`src/rtl/wab_pkg.sv`:
```
package wab_pkg;
  typedef enum logic [2:0] {
    ST_IDLE  = 3'd0,
    ST_MADDR = 3'd1,
    ST_MPAR  = 3'd2,
    ST_SADDR = 3'd3,
    ST_SPAR  = 3'd4,
    ST_ACK   = 3'd5,
    ST_RECV  = 3'd6
  } wab_state_e;

  typedef enum logic [1:0] {
    RES_OK    = 2'd0,
    RES_LOST  = 2'd1,
    RES_NACK  = 2'd2,
    RES_BCAST = 2'd3
  } wab_result_e;
endpackage

```
`src/rtl/wab_rst_sync.sv`:
```
module wab_rst_sync #(
  parameter int STAGES = 2
) (
  input  logic clk,
  input  logic rst_n_i,
  output logic rst_n_o
);
  logic [STAGES-1:0] chain_q;

  generate
    if (STAGES == 1) begin : g_one
      always_ff @(posedge clk or negedge rst_n_i) begin
        if (!rst_n_i) chain_q <= 1'b0;
        else          chain_q <= 1'b1;
      end
    end else begin : g_many
      always_ff @(posedge clk or negedge rst_n_i) begin
        if (!rst_n_i) chain_q <= '0;
        else          chain_q <= {chain_q[STAGES-2:0], 1'b1};
      end
    end
  endgenerate

  assign rst_n_o = chain_q[STAGES-1];
endmodule

```
`src/rtl/wab_bit_idx.sv`:
```
module wab_bit_idx #(
  parameter int WIDTH = 12,
  localparam int IW = $clog2(WIDTH)
) (
  input  logic          clk,
  input  logic          rst_n,
  input  logic          load_i,
  input  logic          dec_i,
  output logic [IW-1:0] idx_o,
  output logic          last_o
);
  localparam logic [IW-1:0] TOP = IW'(WIDTH - 1);
  logic [IW-1:0] idx_q, idx_d;

  always_comb begin
    idx_d = idx_q;
    if (load_i)     idx_d = TOP;
    else if (dec_i) idx_d = idx_q - 1'b1;
  end

  always_ff @(posedge clk or negedge rst_n) begin
    if (!rst_n) idx_q <= TOP;
    else        idx_q <= idx_d;
  end

  assign idx_o  = idx_q;
  assign last_o = (idx_q == '0);
endmodule

```
`src/rtl/wab_capture.sv`:
```
module wab_capture #(
  parameter int WIDTH = 12
) (
  input  logic             clk,
  input  logic             rst_n,
  input  logic             clr_i,
  input  logic             shift_i,
  input  logic             bit_i,
  output logic [WIDTH-1:0] data_o
);
  logic [WIDTH-1:0] data_q, data_d;

  always_comb begin
    data_d = data_q;
    if (clr_i)        data_d = '0;
    else if (shift_i) data_d = {data_q[WIDTH-2:0], bit_i};
  end

  always_ff @(posedge clk or negedge rst_n) begin
    if (!rst_n) data_q <= '0;
    else        data_q <= data_d;
  end

  assign data_o = data_q;
endmodule

```
`src/rtl/wab_addr_phase.sv`:
```
module wab_addr_phase
  import wab_pkg::*;
#(
  parameter int ADDR_W      = 12,
  parameter int SYNC_STAGES = 2
) (
  input  logic              clk,
  input  logic              rst_n,
  input  logic              start_i,
  input  logic [ADDR_W-1:0] own_addr_i,
  input  logic [ADDR_W-1:0] dest_addr_i,
  input  logic              bcast_i,
  input  logic              slot_i,
  input  logic              samp_i,
  input  logic              bus_i,
  output logic              drive_o,
  output logic              busy_o,
  output logic              done_o,
  output logic [1:0]        result_o,
  output logic [ADDR_W-1:0] capt_o
);
  localparam int IW = $clog2(ADDR_W);

  logic rst_sn;
  wab_rst_sync #(.STAGES(SYNC_STAGES)) u_rst (
    .clk(clk), .rst_n_i(rst_n), .rst_n_o(rst_sn)
  );

  wab_state_e        state_q, state_d;
  logic              armed_q, armed_d;
  logic              drive_q, drive_d;
  logic              bcast_q, bcast_d;
  logic              done_q, done_d;
  logic [1:0]        result_q, result_d;
  logic [ADDR_W-1:0] own_q, own_d, dest_q, dest_d;

  logic          idx_load, idx_dec, idx_last;
  logic [IW-1:0] idx;
  logic          cap_clr, cap_shift;

  wab_bit_idx #(.WIDTH(ADDR_W)) u_idx (
    .clk(clk), .rst_n(rst_sn), .load_i(idx_load), .dec_i(idx_dec),
    .idx_o(idx), .last_o(idx_last)
  );

  wab_capture #(.WIDTH(ADDR_W)) u_cap (
    .clk(clk), .rst_n(rst_sn), .clr_i(cap_clr), .shift_i(cap_shift),
    .bit_i(bus_i), .data_o(capt_o)
  );

  logic slot_ev, samp_ev;
  assign slot_ev = slot_i && (state_q != ST_IDLE);
  assign samp_ev = samp_i && !slot_i && armed_q && (state_q != ST_IDLE);

  // next-state process
  always_comb begin
    state_d   = state_q;
    armed_d   = armed_q;
    drive_d   = drive_q;
    bcast_d   = bcast_q;
    own_d     = own_q;
    dest_d    = dest_q;
    result_d  = result_q;
    done_d    = 1'b0;
    idx_load  = 1'b0;
    idx_dec   = 1'b0;
    cap_clr   = 1'b0;
    cap_shift = 1'b0;

    if (state_q == ST_IDLE) begin
      drive_d = 1'b1;
      armed_d = 1'b0;
      if (start_i) begin
        own_d    = own_addr_i;
        dest_d   = dest_addr_i;
        bcast_d  = bcast_i;
        state_d  = ST_MADDR;
        idx_load = 1'b1;
        cap_clr  = 1'b1;
      end
    end else if (slot_ev) begin
      armed_d = 1'b1;
      case (state_q)
        ST_MADDR: drive_d = own_q[idx];
        ST_MPAR:  drive_d = ^own_q;
        ST_SADDR: drive_d = dest_q[idx];
        ST_SPAR:  drive_d = ^dest_q;
        default:  drive_d = 1'b1;
      endcase
    end else if (samp_ev) begin
      armed_d = 1'b0;
      case (state_q)
        ST_MADDR: begin
          cap_shift = 1'b1;
          idx_dec   = !idx_last;
          if (bus_i != drive_q) begin
            drive_d = 1'b1;
            state_d = ST_RECV;
          end else if (idx_last) begin
            state_d = ST_MPAR;
          end
          if ((bus_i != drive_q) && idx_last) begin
            state_d  = ST_IDLE;
            done_d   = 1'b1;
            result_d = RES_LOST;
          end
        end
        ST_RECV: begin
          cap_shift = 1'b1;
          idx_dec   = !idx_last;
          if (idx_last) begin
            state_d  = ST_IDLE;
            done_d   = 1'b1;
            result_d = RES_LOST;
          end
        end
        ST_MPAR: begin
          state_d  = ST_SADDR;
          idx_load = 1'b1;
        end
        ST_SADDR: begin
          idx_dec = !idx_last;
          if (idx_last) state_d = ST_SPAR;
        end
        ST_SPAR: state_d = ST_ACK;
        ST_ACK: begin
          state_d = ST_IDLE;
          done_d  = 1'b1;
          drive_d = 1'b1;
          if (bcast_q)    result_d = RES_BCAST;
          else if (bus_i) result_d = RES_NACK;
          else            result_d = RES_OK;
        end
        default: state_d = ST_IDLE;
      endcase
    end
  end

  // register process
  always_ff @(posedge clk or negedge rst_sn) begin
    if (!rst_sn) begin
      state_q  <= ST_IDLE;
      armed_q  <= 1'b0;
      drive_q  <= 1'b1;
      bcast_q  <= 1'b0;
      done_q   <= 1'b0;
      result_q <= RES_OK;
      own_q    <= '0;
      dest_q   <= '0;
    end else begin
      state_q  <= state_d;
      armed_q  <= armed_d;
      drive_q  <= drive_d;
      bcast_q  <= bcast_d;
      done_q   <= done_d;
      result_q <= result_d;
      own_q    <= own_d;
      dest_q   <= dest_d;
    end
  end

  assign drive_o  = drive_q;
  assign busy_o   = (state_q != ST_IDLE);
  assign done_o   = done_q;
  assign result_o = result_q;
endmodule

```
`config.mk`:
```
export PLATFORM = sky130hd
export DESIGN_NAME = wab_addr_phase
export DESIGN_NICKNAME = d
export VERILOG_FILES = /design/src/rtl/wab_pkg.sv /design/src/rtl/wab_rst_sync.sv /design/src/rtl/wab_bit_idx.sv /design/src/rtl/wab_capture.sv /design/src/rtl/wab_addr_phase.sv
export SDC_FILE = /design/constraint.sdc
export NUM_CORES = 1
export LEC_CHECK = 0
export ABC_AREA = 0
export ABC_CLOCK_PERIOD_IN_PS = 4720
export BUFFER_PORTS_ARGS = -buffer_cell sky130_fd_sc_hd__buf_2
export CORE_MARGIN = 8
export CORE_UTILIZATION = 46
export CTS_CLUSTER_SIZE = 14
export DETAILED_ROUTE_END_ITERATION = 12
export PLACE_DENSITY = 0.68
export SLEW_MARGIN = 10
export SYNTH_ARGS = -nofsm -noshare
export SYNTH_HDL_FRONTEND = slang
export SYNTH_HIERARCHICAL = 1
export SYNTH_SLANG_ARGS = --single-unit
```
`constraint.sdc`:
```
create_clock -name clk -period 4.72 [get_ports clk]
set_clock_uncertainty 0.05 [all_clocks]
set_input_delay 0.236 -clock clk [delete_from_list [all_inputs] [get_ports clk]]
set_output_delay 0.236 -clock clk [all_outputs]
set_load 0.02 [all_outputs]
```
==> impl_results.md, run 1 <==
* Area delta synth->final at 14.2%
* Clk buf depth at 2
* Core ar. at between 0.005 and 0.006 mm2
* Layout cell share with drive strength beyond 1 at roughly a third
* Num CTS Buffers at 5
* Synth Flop Type: dfrtp_1
* CTS tree: yes
* Die width at roughly 90 um
* Switching Share at a little over a third
* Slew HR at 31.3%
* I/O pin cnt at 48
* Fmax at approximately 0.44 GHz
* Routed Antenna Nets at 0
* Max FO, Critical Path at 11
* Nets at 303
* Total grt overflow at 0
* Mapped Nets at around 260
* First-pass DRT Iterations at 4
* Commonest non-fill, non-tap cells in the layout: 47 x buf_2, 46 x dfrtp_1, 24 x mux2_2
* Die Height at about 90 um
* NetSw at ~730 uW
* Final Hold Fails at 0
* Worst setup EP type: register
* MaxCap Viol Count at 0
* Post-Synthesis Cell Area at between 0.002 and 0.003 mm2
* Vias per inst at roughly 5.3
* Min Tclk post-route at 2290 ps
* Final Max Slew Viols at 0
* DRC Markers at 0
* Fin Hold WS at between 90 and 100 ps
* Mapped Cells at around 230
* Worst Tran Pin Value at 1030 ps
* Port Buffer Count at 47
* Post-route design area at roughly 0.0031 mm2
* First-pass GRT wire length at ~9 mm
* Total wire length at just over 5 mm
* Placer congestion estimate at ~0.9
* Flop pwr share at around 39%
* Tot GR Track Use at around an eighth
* First-iteration detailed-routing DRC count at between 90 and 100
* FILL cells at 527
* Setup WS post-layout at between 2000 and 2500 ps
* Most common cell after layout, fill and taps aside: buf_2
* Asr flop ratio synth at 100%
* Synth Register Bits at 51
* Int Pwr at ~1300 uW
* TNS Setup at 0 ps
* # diodes at 0
* H-tree depth reported by CTS at 2
* Starting Density at 46.5%
* Largest net degree at the start of global routing at 50
* Worst Path Required at around 5000 ps
* Synth cell types at 46
* Hold Path Class: in -> reg
* Leakage at 0.00141 uW
* Dpl hpwl at 3.87 mm
* Ys Warns at 6
* Area of the die at between 0.008 and 0.009 mm2
* Placed Area at 0.00296 mm2
* DP Cell Count at 338
* CTS sink cnt at a little over 50
* Peak supply drop at about 0.0004 V
* P per Cell Area at between 600 and 700 mW/mm2
* Post-synth EDFFs at 0
* Setup-failing EPs final at 0
* Status: finished, final reports clean
* Site Rows at 28
* Fin cells at about 350
* Clock latency on the worst-skew pair at approximately 300 ps
* Sequential-to-total area share from yosys stat at 47.7%
* Fin crit share at ~49%
* RSZ-0062 raised after global routing: false
* Vias at 1823
* DP Worst Slack at approximately 2400 ps
* Clock Tree Root: clkbuf_8
* Clock Power Share at 12.7%
* Crit start category: register
* CP arrival at 2430 ps
* Initial antenna violation count at 0
* Critical path class: reg -> reg
* Hold depth at 2
* Vias in the first global route at 1892
* Routed wire per std cell at 14.7 um
* Syn_area_per_cell at about 12 um2
* R2r worst-path depth at 8
* Clock slew at reported path FFs at 90 ps
* Comb power frac at roughly 48%
[worst max-delay path, stage by stage, from the launching register on]
cell	delay, ps
dfstp_2	720
inv_1	80
ha_1	220
nor3b_1	180
nor3b_1	180
o21ai_0	100
o21ai_1	160
or2_1	190
mux2_4	310
[worst paths after layout]
path / from / endpoint / slack, ps
max: u_idx/idx_o[1] / state_q[0] / 2430
max reg2reg: u_idx/idx_o[1] / state_q[0] / 2430
max in group asynchronous: u_rst/chain_q[1] / own_q[0] / 3580
min: own_addr_i[7] / own_q[7] / 100
min reg2reg: u_rst/chain_q[0] / u_rst/chain_q[1] / 300
min in group asynchronous: rst_n / u_rst/chain_q[1] / 190
[final cells by class]
cell class	instances	area [um2]	share of cell area (%)
multi-input combinational	154	1310	42.6
timing repair buffer	49	253	8.24
inverter	10	37.5	1.22
sequential	51	1280	41.8
tap	75	93.8	3.06
clock inverter	1	8.76	0.285
clock buffer	7	86.3	2.81
[cell usage after synthesis (2+ instances only)]
master | count | area share [%]
mux2i_1 | 17 | 6.3
nor2_1 | 19 | 2.7
mux2_1 | 4 | 1.7
or2_1 | 2 | 0.47
o21ai_0 | 2 | 0.37
buf_2 | 4 | 0.75
nor3_1 | 4 | 0.75
nand3b_1 | 3 | 0.84
nand2_1 | 7 | 0.98
xnor3_1 | 2 | 1.7
nor3b_1 | 3 | 0.84
mux2_2 | 24 | 10
dfstp_2 | 4 | 3.9
nand2b_1 | 3 | 0.70
inv_1 | 9 | 1.3
xnor2_1 | 19 | 6.2
o31ai_1 | 6 | 1.7
o22ai_1 | 2 | 0.47
clkbuf_1 | 3 | 0.42
and2_1 | 2 | 0.47
and3_1 | 4 | 0.93
dfrtp_1 | 47 | 44
a21oi_1 | 6 | 1.1
mux4_2 | 4 | 3.4
buf_6 | 2 | 0.84
o21ai_1 | 3 | 0.56
[routing by layer]
layer	vias to the layer above	share of wire [%]	global-route usage, %
li1	885	-	-
met1	892	45	16.7
met2	41	49	20.1
met3	5	5.5	3.88
met4	0	0.86	3.89
met5	-	0	0
[logic make-up after synthesis]
logic type / Yosys count / share of synthesized area [%]
compound gates: 27 / 6.80
xor+xnor: 22 / 8.20
fa+ha+maj: 1 / 0.466
buf+inv: 20 / 3.68
flops: 51 / 47.7
mux: 50 / 22.0
other cells: 1 / 0.140
simple gates: 53 / 11.0
[repair_timing]
| item | in CTS | in global routing |
|---|---|---|
| resized for setup | 0 | 0 |
| hold buffers | 1 | 0 |
| setup buffers | 0 | 0 |
| endpoints found under the hold margin | 2 | 0 |
| setup endpoints to repair | 0 | 0 |
[power groups by stage]
stage | Clock (uW) | Sequential, uW | Combinational [uW]
6_report | 259 | 807 | 981
5_1_grt | 288 | 840 | 1080
4_1_cts | 270 | 814 | 995
3_5_place_dp | 0 | 823 | 980
3_3_place_gp | 0 | 815 | 976
2_1_floorplan | 0 | 746 | 874
[stage by stage]
step	total power (uW)	utilization, %
detailed placement	1800	51.3
floorplan	1620	-
global placement	1790	51.3
finish	2050	53.1
CTS	2080	53.1
global route	2210	53.1
[registers in the layout, summed over array words and instances, names as in the netlist]
signal	flops
armed_q	1
bcast_q	1
dest_q	12
done_o	1
drive_o	1
own_q	12
result_o	2
state_q	3
u_cap/data_o	12
u_idx/idx_o	4
u_rst/chain_q	2
No activity file was read; power rests on OpenSTA's default activity.
==> run 2, diff against run 1 <==
- ABC_AREA: 0 -> 1
- ABC_CLOCK_PERIOD_IN_PS: 4720 -> 2300
- PLACE_DENSITY: 0.68 -> 0.67
- clock period: 4.72 -> 2.3 ns (I/O delays scaled with it)
==> run 2 against run 1 <==
Against the previous run:
- sequential share of layout area shrank 6.0 points
- sequential power rose by 81%
- core utilization increased by 4.4 points
- non-clock buffer count up 29
- via count grew 54%
- die area is 7.2% higher
- combinational power up 120%
- largest cell class unchanged
- final area is 17% higher
- highest routed layer unchanged
- global-route usage up 3.2 points
- clock power is 120% higher
- fmax rose by 13%
- largest power group unchanged
==> impl_results.md, run 2 <==
* I/O pin cnt at 48
* First-iteration detailed-routing DRC count at approximately 160
* Num CTS Buffers at 5
* Fin cells at around 570
* P per Cell Area at roughly 1200 mW/mm2
* CP arrival at 2240 ps
* First-pass GRT wire length at ~12 mm
* Most frequent cell after synthesis: nand2_1
* Synth cell types at 31
* Post-Synthesis Cell Area at between 0.002 and 0.003 mm2
* Slowest-stage cell, CP: dfstp_2
* CTS sink cnt at 51
* Final Max Slew Viols at 0
* Status: finished, final reports clean
* Total grt overflow at 0
* Initial antenna violation count at 0
* Mapped Nets at about 450
* FILL cells at 600
* Commonest non-fill, non-tap cells in the layout: 187 x nand2_1, 47 x buf_2, 46 x dfrtp_1
* Core ar. at approximately 0.0062 mm2
* DP Cell Count at about 540
* Peak supply drop at between 0.0005 and 0.0006 V
* Vias at 2816
* CTS tree: yes
* Area delta synth->final at 22.7%
* H-tree depth reported by CTS at 2
* Vias per inst at slightly below 5
* Die width at roughly 96 um
* Starting Density at 46.8%
* Fmax at about 0.49 GHz
* Synth Flop Type: dfrtp_1
* Setup-failing EPs final at 0
* Synth top cells by count: 187 x nand2_1, 47 x dfrtp_1, 43 x inv_1, 35 x nand3_1, 18 x o21ai_0
* Most used cell, CP: nand2_1
* Largest net degree at the start of global routing at 34
* Placer congestion estimate at just under 0.9
* Synth Register Bits at 51
* Die Height at roughly 96 um
* Sequential-to-total area share from yosys stat at approximately 44%
* Clk buf depth at 2
* Synth area leader: dfrtp_1
* Area of the die at between 0.009 and 0.01 mm2
* Nets at around 530
* Port Buffer Count at 47
* DRC Markers at 0
* Clock latency on the worst-skew pair at approximately 320 ps
* CP max stage delay at approximately 540 ps
* Max FO, Critical Path at 5
* Worst setup EP type: register
* TNS Setup at 0 ps
* MaxCap Viol Count at 0
* Worst Path Required at ~2500 ps
* Routed Antenna Nets at 0
* Min Tclk post-route at ~2000 ps
* Leakage at 0.00199 uW
* Mapped Cells at between 400 and 500
* First-pass DRT Iterations at 4
* Tot GR Track Use at roughly 16%
* Final Hold Fails at 0
* Clock Tree Root: clkbuf_8
* Critical path class: reg -> reg
* Worst Tran Pin Value at 548 ps
* Site Rows at 29
* Clock slew at reported path FFs at roughly 100 ps
* Routed wire per std cell at roughly 12 um
* Area share of the largest cell type after synthesis at a little over 40%
* Slew HR at 63.3%
* Total wire length at just under 7 mm
* Fin crit share at around 88%
* Dpl hpwl at just over 5 mm
* Vias in the first global route at 2625
* RSZ-0062 raised after global routing: false
* Hold Path Class: in -> reg
* Largest cells by area after synthesis: dfrtp_1 40%, nand2_1 24%, nand3_1 6.0%, inv_1 5.5%, dfstp_2 3.6%
* Syn_area_per_cell at 6.97 um2
* Most common cell after layout, fill and taps aside: nand2_1
* Crit start category: register
* Worst path cell trace: inv_1, ha_1, nand2_1, nor2_1, a211oi_1, inv_2, nor2_2, nand2_1, nand2_1, nand3_1
* Asr flop ratio synth at 100%
* Final Power at ~4200 uW
* Ys Warns at 6
* Layout cell share with drive strength beyond 1 at ~16%
* # diodes at 0
* Post-synth EDFFs at 0
[run 2: layout make-up]
class                           count  area, um2  share of cell area (%)
Clock buffer                        5       68.8                    1.92
Clock inverter                      3       26.3                   0.733
Inverter                           47        176                    4.92
Multi-Input combinational cell    310       1390                    38.8
Sequential cell                    51       1280                    35.8
Tap cell                           77       96.3                    2.69
Timing Repair Buffer               78        546                    15.2
[run 2: report_power, final]
| group | switching, uW | internal [uW] | total [uW] | leakage (uW) |
|---|---|---|---|---|
| sequential | 258 | 1200 | 1460 | 0.000645 |
| combinational | 1410 | 792 | 2200 | 0.00129 |
| clock | 340 | 225 | 564 | 0.0000491 |
| total | 2010 | 2220 | 4230 | 0.00199 |
[run 2: kinds of logic after synthesis]
logic type / share of synthesized area [%]
simple gates: 35.4
other cells: 0.128
flops: 43.9
fa+ha+maj: 0.428
xor+xnor: 1.50
buf+inv: 8.74
compound gates: 9.98
[run 2: per-stage QoR]
| step | area (um2) | hold slack (ps) | utilization (%) | setup WS [ps] |
|---|---|---|---|---|
| after global placement | 3230 | -150 | 51.8 | 425 |
| after floorplan | 2920 | -231 | - | 516 |
| after detailed placement | 3230 | -148 | 51.8 | 361 |
| after global routing | 3590 | 30.1 | 57.5 | 118 |
| after CTS | 3590 | 9.33 | 57.5 | 331 |
| final | 3590 | 21.4 | 57.5 | 266 |
[run 2: critical path: cells and delay by family, from the launching register on]
kind                     cells  cell delay [ps]
flip-flops                   1              540
AO/OA/AOI/OAI                1              510
AND/OR/NAND/NOR              6              480
adder cells (fa/ha/maj)      1              230
buffers and inverters        2              160
[run 2: worst paths after layout]
check	start	endpoint	slack [ps]	cells after the start
max in group asynchronous	u_rst/chain_q[1]	u_idx/idx_o[1]	1430	1
hold reg to reg	u_rst/chain_q[1]	u_cap/data_o[11]	180	0
min in group asynchronous	rst_n	u_rst/chain_q[1]	60	2
hold / removal	slot_i	armed_q	20	3
setup / recovery	u_idx/idx_o[0]	u_idx/idx_o[3]	270	10
setup reg to reg	u_idx/idx_o[0]	u_idx/idx_o[3]	270	10
[run 2: layer usage]
layer / part of all wire (%) / vias up / track usage [%] / routed length [um]
met5: 0 / - / 0 / 0
met4: 0.86 / 0 / 4.74 / 59
met3: 3.6 / 4 / 3.28 / 247
met2: 46 / 61 / 25.6 / 3170
met1: 49 / 1286 / 21.4 / 3400
li1: - / 1465 / - / -
[run 2: timing repair]
item                                   in CTS  in global routing
endpoints found under the hold margin      27                  0
hold buffers                               26                  0
buffers inserted                            0                  0
resized for setup                           0                  0
